`src/rtl/rwin_pkg.sv`:
```
package rwin_pkg;

    typedef enum logic [1:0] {
        CAUSE_NONE  = 2'b00,
        CAUSE_SPILL = 2'b01,
        CAUSE_FILL  = 2'b10
    } trap_cause_e;

    // control port target select
    localparam logic SEL_MASK = 1'b0;
    localparam logic SEL_PTR  = 1'b1;

    // architectural register grouping
    localparam int SHARED_REGS = 8;
    localparam int WIN_STRIDE  = 16;
    localparam int IDX_W       = 5;

endpackage

```
`src/rtl/rwin_step.sv`:
```
module rwin_step
    import rwin_pkg::*;
#(
    parameter int NWINDOWS = 8,
    localparam int CW = $clog2(NWINDOWS)
) (
    input  logic [CW-1:0]       cur_ptr,
    input  logic [NWINDOWS-1:0] inv_mask,
    input  logic                down_req,
    input  logic                up_req,
    output logic                move_en,
    output logic [CW-1:0]       next_ptr,
    output logic                trap_en,
    output trap_cause_e         trap_code
);

    logic                req_one;
    logic [CW-1:0]       target;
    logic [NWINDOWS-1:0] hit;

    // a lone request only; both together cancel
    assign req_one = down_req ^ up_req;

    // power-of-two window count: natural wrap of the CW-bit sum
    assign target = down_req ? (cur_ptr - CW'(1)) : (cur_ptr + CW'(1));

    // per-window decode of the destination against the invalid mask
    for (genvar g = 0; g < NWINDOWS; g++) begin : g_hit
        assign hit[g] = (target == CW'(g)) && inv_mask[g];
    end

    always_comb begin
        trap_en   = req_one && (|hit);
        move_en   = req_one && !(|hit);
        next_ptr  = target;
        trap_code = CAUSE_NONE;
        if (trap_en) begin
            trap_code = down_req ? CAUSE_SPILL : CAUSE_FILL;
        end
    end

endmodule

```
`src/rtl/rwin_addr_map.sv`:
```
module rwin_addr_map
    import rwin_pkg::*;
#(
    parameter int NWINDOWS = 8,
    localparam int CW   = $clog2(NWINDOWS),
    localparam int PA_W = CW + 5
) (
    input  logic [CW-1:0]    cur_ptr,
    input  logic [IDX_W-1:0] idx,
    output logic [PA_W-1:0]  addr
);

    logic            shared;
    logic [IDX_W-1:0] offset;
    logic [CW+4:0]   sum;
    logic [CW+3:0]   ring;

    assign shared = (idx < IDX_W'(SHARED_REGS));
    assign offset = idx - IDX_W'(SHARED_REGS);

    // window base is pointer*16; the windowed ring is NWINDOWS*16 deep,
    // so dropping the top bit of the sum is the modulo
    assign sum  = {1'b0, cur_ptr, 4'b0000} + {{CW{1'b0}}, offset};
    assign ring = sum[CW+3:0];

    always_comb begin
        if (shared) begin
            addr = {{(PA_W-IDX_W){1'b0}}, idx};
        end else begin
            addr = {1'b0, ring} + PA_W'(SHARED_REGS);
        end
    end

endmodule

```
`src/rtl/rwin_ctrl.sv`:
```
module rwin_ctrl
    import rwin_pkg::*;
#(
    parameter int NWINDOWS = 8,
    parameter int CTL_W    = 32,
    localparam int CW   = $clog2(NWINDOWS),
    localparam int PA_W = CW + 5
) (
    input  logic                clk,
    input  logic                rst_n,
    input  logic                save_req,
    input  logic                restore_req,
    input  logic                ctl_we,
    input  logic                ctl_sel,
    input  logic [CTL_W-1:0]    ctl_wdata,
    input  logic [4:0]          arch_idx,
    output logic [PA_W-1:0]     phys_addr,
    output logic [CW-1:0]       cwp,
    output logic [NWINDOWS-1:0] wim,
    output logic                trap_valid,
    output logic [1:0]          trap_cause
);

    typedef struct packed {
        logic [CW-1:0]       ptr;
        logic [NWINDOWS-1:0] mask;
        logic                tv;
        trap_cause_e         cause;
    } state_t;

    state_t st_d, st_q;

    logic        step_move;
    logic        step_trap;
    logic [CW-1:0] step_next;
    trap_cause_e step_cause;

    rwin_step #(.NWINDOWS(NWINDOWS)) u_step (
        .cur_ptr   (st_q.ptr),
        .inv_mask  (st_q.mask),
        .down_req  (save_req),
        .up_req    (restore_req),
        .move_en   (step_move),
        .next_ptr  (step_next),
        .trap_en   (step_trap),
        .trap_code (step_cause)
    );

    rwin_addr_map #(.NWINDOWS(NWINDOWS)) u_map (
        .cur_ptr (st_q.ptr),
        .idx     (arch_idx),
        .addr    (phys_addr)
    );

    always_comb begin
        st_d       = st_q;
        st_d.tv    = 1'b0;
        st_d.cause = CAUSE_NONE;
        if (ctl_we) begin
            if (ctl_sel == SEL_PTR) begin
                st_d.ptr = ctl_wdata[CW-1:0];
            end else begin
                st_d.mask = ctl_wdata[NWINDOWS-1:0];
            end
        end else if (step_trap) begin
            st_d.tv    = 1'b1;
            st_d.cause = step_cause;
        end else if (step_move) begin
            st_d.ptr = step_next;
        end
    end

    always_ff @(posedge clk) begin
        if (!rst_n) begin
            st_q <= '{ptr: '0, mask: '0, tv: 1'b0, cause: CAUSE_NONE};
        end else begin
            st_q <= st_d;
        end
    end

    assign cwp        = st_q.ptr;
    assign wim        = st_q.mask;
    assign trap_valid = st_q.tv;
    assign trap_cause = st_q.cause;


    p_save_step_r1: assert property (@(posedge clk) disable iff (!rst_n)
        (save_req && !restore_req && !ctl_we && !wim[cwp - CW'(1)])
        |=> (cwp == $past(cwp) - CW'(1)));


    p_restore_step_r2: assert property (@(posedge clk) disable iff (!rst_n)
        (restore_req && !save_req && !ctl_we && !wim[cwp + CW'(1)])
        |=> (cwp == $past(cwp) + CW'(1)));


    p_trap_freeze_r3: assert property (@(posedge clk) disable iff (!rst_n)
        trap_valid |-> (cwp == $past(cwp)));


    p_cause_code_r4: assert property (@(posedge clk) disable iff (!rst_n)
        trap_valid |-> (trap_cause == 2'b01 || trap_cause == 2'b10));


    p_cause_idle_r4: assert property (@(posedge clk) disable iff (!rst_n)
        !trap_valid |-> (trap_cause == 2'b00));


    p_shared_map_r5: assert property (@(posedge clk) disable iff (!rst_n)
        (arch_idx < 5'd8) |-> (phys_addr == PA_W'(arch_idx)));


    p_ctl_mask_r7: assert property (@(posedge clk) disable iff (!rst_n)
        (ctl_we && ctl_sel == SEL_MASK) |=> (wim == $past(ctl_wdata[NWINDOWS-1:0])));


    p_conflict_r8: assert property (@(posedge clk) disable iff (!rst_n)
        (save_req && restore_req && !ctl_we) |=> (!trap_valid && $stable(cwp)));

endmodule

```
`config.mk`:
```
export PLATFORM = sky130hd
export DESIGN_NAME = rwin_ctrl
export DESIGN_NICKNAME = d
export VERILOG_FILES = /design/src/rtl/rwin_pkg.sv /design/src/rtl/rwin_step.sv /design/src/rtl/rwin_addr_map.sv /design/src/rtl/rwin_ctrl.sv
export SDC_FILE = /design/constraint.sdc
export NUM_CORES = 1
export LEC_CHECK = 0
export ABC_AREA = 1
export CAP_MARGIN = 20
export CORE_MARGIN = 10
export CORE_UTILIZATION = 34
export CTS_CLUSTER_SIZE = 40
export DETAILED_ROUTE_END_ITERATION = 6
export PLACE_DENSITY = 0.79
export SYNTH_ARGS = -nofsm -noshare
export SYNTH_HDL_FRONTEND = slang
export SYNTH_SLANG_ARGS = --single-unit
```
`constraint.sdc`:
```
create_clock -name clk -period 2.2 [get_ports clk]
set_clock_uncertainty 0.15 [all_clocks]
set_input_delay 0.22 -clock clk [delete_from_list [all_inputs] [get_ports clk]]
set_output_delay 0.22 -clock clk [all_outputs]
set_load 0.05 [all_outputs]
```
Word-level counts from Yosys, hierarchy flattened. Index checks and enable logic that the tools add are counted. Widths: inputs -> output; s select.

Order comparisons: 1. Reduce and logical (&&, ||, !) cells: 18. Mux-type cells: 8. Equality and inequality tests: 9. Bitwise logic cells: 4. Add/subtract/negate cells: 5.

Operators with widths (count): $mux 3 (6); $eq 3x3->1 const B (4); $logic_and 1x1->1 (10); $add 7x4->8 const B (1); $mux 8 (1); $reduce_or 8->1 (1); $add 7x5->7 (1); $eq 3x2->1 const B (2); $lt 5x4->1 const B (1); $sub 5x4->5 const B (1); $add 3x1->3 const B (1); $eq 3x1->1 const B (1); $logic_not 3->1 (1); $not 1->1 (3); $reduce_and 3->1 (1); $reduce_or 3->1 (1); $sub 3x1->3 const B (1); $mux 2 (1); $ne 2x1->1 const B (1); $ne 2x2->1 const B (1); $reduce_and 2->1 (1); $reduce_bool 2->1 (1); $reduce_or 2->1 (1); $logic_not 1->1 (1); $xor 1x1->1 (1).

Register bits after elaboration: 14. Bits of input ports: 43. Output and inout port bits: 22. Logic and storage cells: 49.

Longest topological paths before layout.
Depth after elaboration: 10. Gate-level depth with buffers: 12. Mapped depth without buffers: 12.

Cells and area by module. Synthesis repeated with hierarchy kept, for this count alone.

Cells, all modules: 153. Area total of the unflattened synthesis: 987.2 µm².

By module, submodules not included: rwin_ctrl (instances 1, seq. area each 280.3 µm², cells each 77, area an instance 548.0 µm²); rwin_step (instances 1, seq. area each 0.0 µm², cells each 47, area an instance 262.8 µm²); rwin_addr_map (instances 1, seq. area each 0.0 µm², cells each 29, area an instance 176.4 µm²).

Least setup slack after synthesis. OpenSTA, ideal clock, no wires.

Kind: register to output. Start point: register st_q, in the netlist cwp[0]. End point: output phys_addr[6]. Buffers on the path: 0. Data arrival time: 2493 ps. Cell stages (with the launch flop): 6. Path slack: -663 ps. Required time: 1830 ps. Cells stage by stage: dfxtp_1 ha_1 ha_1 nand3_1 nor2_1 nor3b_1.

Longest elaborated chain between the ends: 3.

Ends and longest elaborated chain: start: declaration (RTL line rwin_ctrl.sv:31) `state_t st_d, st_q;`; start signal: assignment (RTL line rwin_ctrl.sv:75) `st_q <= '{ptr: '0, mask: '0, tv: 1'b0, cause: CAUSE_NONE};`; start signal: assignment (RTL line rwin_ctrl.sv:77) `st_q <= st_d;`; $add 7x5->7 (RTL line rwin_addr_map.sv:23) `assign sum = {1'b0, cur_ptr, 4'b0000} + {{CW{1'b0}}, offset};`; $add 7x4->8 (RTL line rwin_addr_map.sv:30) `addr = {1'b0, ring} + PA_W'(SHARED_REGS);`; $mux 8 (RTL line rwin_addr_map.sv:27) `if (shared) begin`; end: declaration (RTL line rwin_ctrl.sv:17) `output logic [PA_W-1:0] phys_addr,`.

Every way passes these cells.

Worst setup path after layout.
Start point: input arch_idx[4]. End point: output phys_addr[7].

Longest elaborated chain between the ends: 4. Elaborated cells on any way between the ends: 5. Classes of those cells: add/sub (3); order compare (1); mux (1).

Ends and longest elaborated chain: start: declaration (RTL line rwin_ctrl.sv:16) `input logic [4:0] arch_idx,`; $sub 5x4->5 (RTL line rwin_addr_map.sv:19) `assign offset = idx - IDX_W'(SHARED_REGS);`; $add 7x5->7 (RTL line rwin_addr_map.sv:23); $add 7x4->8 (RTL line rwin_addr_map.sv:30); $mux 8 * (RTL line rwin_addr_map.sv:27).

Every way passes the cells marked *; elsewhere a longest branch is shown, timed or not.

==> impl_metrics.yaml <==
status:
  status: "completed"
grt:
  gr-usage-met1_pct: 9.79
  grt-ovfl-total: 0
  grt_use_met2_pct: 17.4
  grt_max_degree: 13
  grtUsageMet3_pct: 4.55
  grt_usage_pct: 9.84
  grt_pass1_vias: 955
  antenna_found_initial: 0
  busiest_layer: "met2"
  grt_pass1_wl_um: 4230
power_and_ir_drop:
  finalPower_mw: 0.910
  powerDensity_nw_per_um2: 624
  leakage_nw: 0.656
  irDropWorstVdd_mv: 0.413
worst_setup_path:
  crit_type: "primary input to output port"
  rr_startpoint: "cwp[1]$_SDFFE_PN0P_"
  crit_required_ns: 1.83
  crit_path_max_fanout: 3
  critPathCaptureType: "output port"
  reg2reg_depth: 11
  r2r-end: "cwp[1]$_SDFFE_PN0P_"
  startpoint: "arch_idx[4]"
  cp-start-kind: "primary input"
  r2r_slack_ns: 0.22
  cp.arrival_ns: 1.73
synth:
  yosysSeqAreaShare_pct: 31.2
  ys_warn_count: 0
  synth_edf_count: 0
  syn_inst: 125
  synth_seq_cells: 14
  syn_nets: 177
  synthAdderAreaFrac_pct: 13.4
  avgSynthCellArea_sq_um: 7.19
  yosys-mux-area-fraction_pct: 0
  ys.flop_type: "dfxtp_1"
  synthArstFlopShare_pct: 0
  synth_compound_area_share_pct: 8.50
  synth_cell_types: 22
  synth_top_family_by_area: "simple AND/OR/NAND/NOR gates"
  netlist_area_sq_um: 898
  synth-xor-area-share_pct: 2.92
  yosys.area_share.simple_pct: 34.4
finish:
  layout.nets: 219
  area_growth_pct: 62.4
  layout-drive-gt1-share_pct: 25.5
  multiInputGateArea_sq_um: 636
  final-seq-area_sq_um: 282
  fill_cells: 233
  final_area_sq_um: 1460
  antenna_cells: 0
floorplanning:
  start_util_pct: 35.9
  die_y_um: 71.4
  coreArea_sq_um: 2500
  dieWidth_um: 71.4
  rows: 18
  fp.dieArea_sq_um: 5100
  pin_count: 65
clock_network:
  cts_root_buf: "clkbuf_4"
  htreeDepth: 1
  cts_tree: "done"
  cts-hold-fix-buffers: 0
  clkLatencyLatePin_ns: 0.28
  cts.path.max_buffers: 2
  cts_buffers: 3
  cts.sinks: 14
route:
  initialDrtViolationCount: 17
  first_pass_iters: 4
  postRouteAntennaNets: 0
  drc_errors: 0
  wl_um: 2590
  detail_route.wl_per_cell_um: 13.3
  dr_total_vias: 916
  viasPerCell: 4.70
min_path:
  min_from: "arch_idx[1]"
  holdPathEnd: "phys_addr[1]"
  hold_path_depth: 0
  worstHoldPathType: "primary input to output port"
sta:
  hold_viol_final: 0
  slew_headroom_pct: 65.3
  setup-tns-final_ns: 0
  max_freq_mhz: 476
  final_max_slew_viol_count: 0
  setup_violations: 0
  tightestPinTransition_ns: 0.519
  fin_crit_sh_pct: 95.4
  finalWorstPathRequiredPeriod_ns: 2.10
placed_design:
  io_buffers: 34
  gp_congestion: 0.901
  hpwlAfterDp_um: 2040
  postPlaceCellArea_sq_um: 1360
flow_run:
  maxCapViolCount: 0
[worst max-delay path, cell delays in order]
cell and delay, ns:
clkdlybuf4s15_1 0.18, inv_2 0.05, ha_4 0.25, inv_2 0.04, ha_4 0.15, ha_4 0.17
xnor2_4 0.16, buf_4 0.15, nor3_2 0.17, buf_12 0.17
[power by group]
group          leakage, nW  internal (mW)  switching [mW]
clock network       0.0138         0.0635          0.0845
logic                0.527          0.203           0.263
registers            0.116          0.273          0.0235
total                0.656          0.540           0.371
[repair_timing]
| action | CTS | global route |
|---|---|---|
| pin swaps | 4 | 3 |
| setup buffers | 1 | 0 |
| gates resized for setup | 7 | 12 |
| endpoints found under the setup margin | 3 | 2 |
[stage by stage]
stage,setup slack [ns],std cells,hold WS [ns],utilization [%]
detailed placement,-0.383,191,0.290,54.3
CTS,0.0429,195,0.290,56.8
floorplan,-0.0535,125,0.142,-
global placement,-0.281,191,0.290,54.3
global route,-0.00340,195,0.290,58.4
finish,0.101,195,0.290,58.4
[placed cells by master (no fill, tap or decap), types with 2 or more instances in the layout]
cell | netlist | routed
inv_2 | 4 | 7
clkdlybuf4s50_1 | 0 | 27
nor2_4 | 2 | 3
dfxtp_1 | 14 | 13
nand2_2 | 3 | 3
ha_4 | 0 | 3
nand2_1 | 22 | 22
nand3_2 | 2 | 2
clkbuf_4 | 1 | 3
buf_12 | 0 | 4
ha_1 | 8 | 5
a21oi_1 | 4 | 4
nor3b_4 | 0 | 2
nor2_1 | 26 | 25
nand3_1 | 6 | 5
buf_4 | 4 | 9
inv_1 | 9 | 6
o21ai_0 | 10 | 10
[Yosys cell counts (2+ instances only)]
cell type  count  area share, %
a21oi_1        4            2.2
buf_4          4            3.3
dfxtp_1       14             31
ha_1           8             11
inv_1          9            3.8
inv_2          4            1.7
nand2_1       22            9.2
nand2_2        3            2.1
nand3_1        6            3.3
nand3_2        2            2.2
nor2_1        26             11
nor2_4         2            2.5
nor3b_1        2            1.7
o21ai_0       10            5.6
xnor2_1        2            2.0
[worst max path at each step]
stage / to / slack, ns / cells after the start
after floorplan: phys_addr[7] / -0.05 / 4
after global placement: phys_addr[6] / -0.28 / 10
after detailed placement: phys_addr[6] / -0.38 / 10
after CTS: phys_addr[6] / 0.04 / 10
after global routing: cwp[0]$_SDFFE_PN0P_ / -0.003 / 12
final: phys_addr[7] / 0.10 / 10
[flip-flops by register name, indices dropped and copies added (netlist names)]
register and cells:
cwp 3, trap_cause 2, trap_valid 1, wim 8
[routing by layer]
| layer | part of all wire, % | wire length, um |
|---|---|---|
| met1 | 41 | 1070 |
| met2 | 50 | 1290 |
| met3 | 8.5 | 221 |
| met4 | 0.66 | 17 |
| met5 | 0 | 0 |
[final cells by class]
class,count,share of cell area [%]
multi-input combinational,93,43.6
clock buffer,3,1.54
inverter,13,3.34
sequential,14,19.3
tap,30,2.57
timing repair buffer,42,29.7
[logic make-up after synthesis]
group,count (synthesis)
xor+xnor,3
buf+inv,18
simple gates,66
flops,14
compound gates,15
fa+ha+maj,9
(Power assumes the default switching activity.)
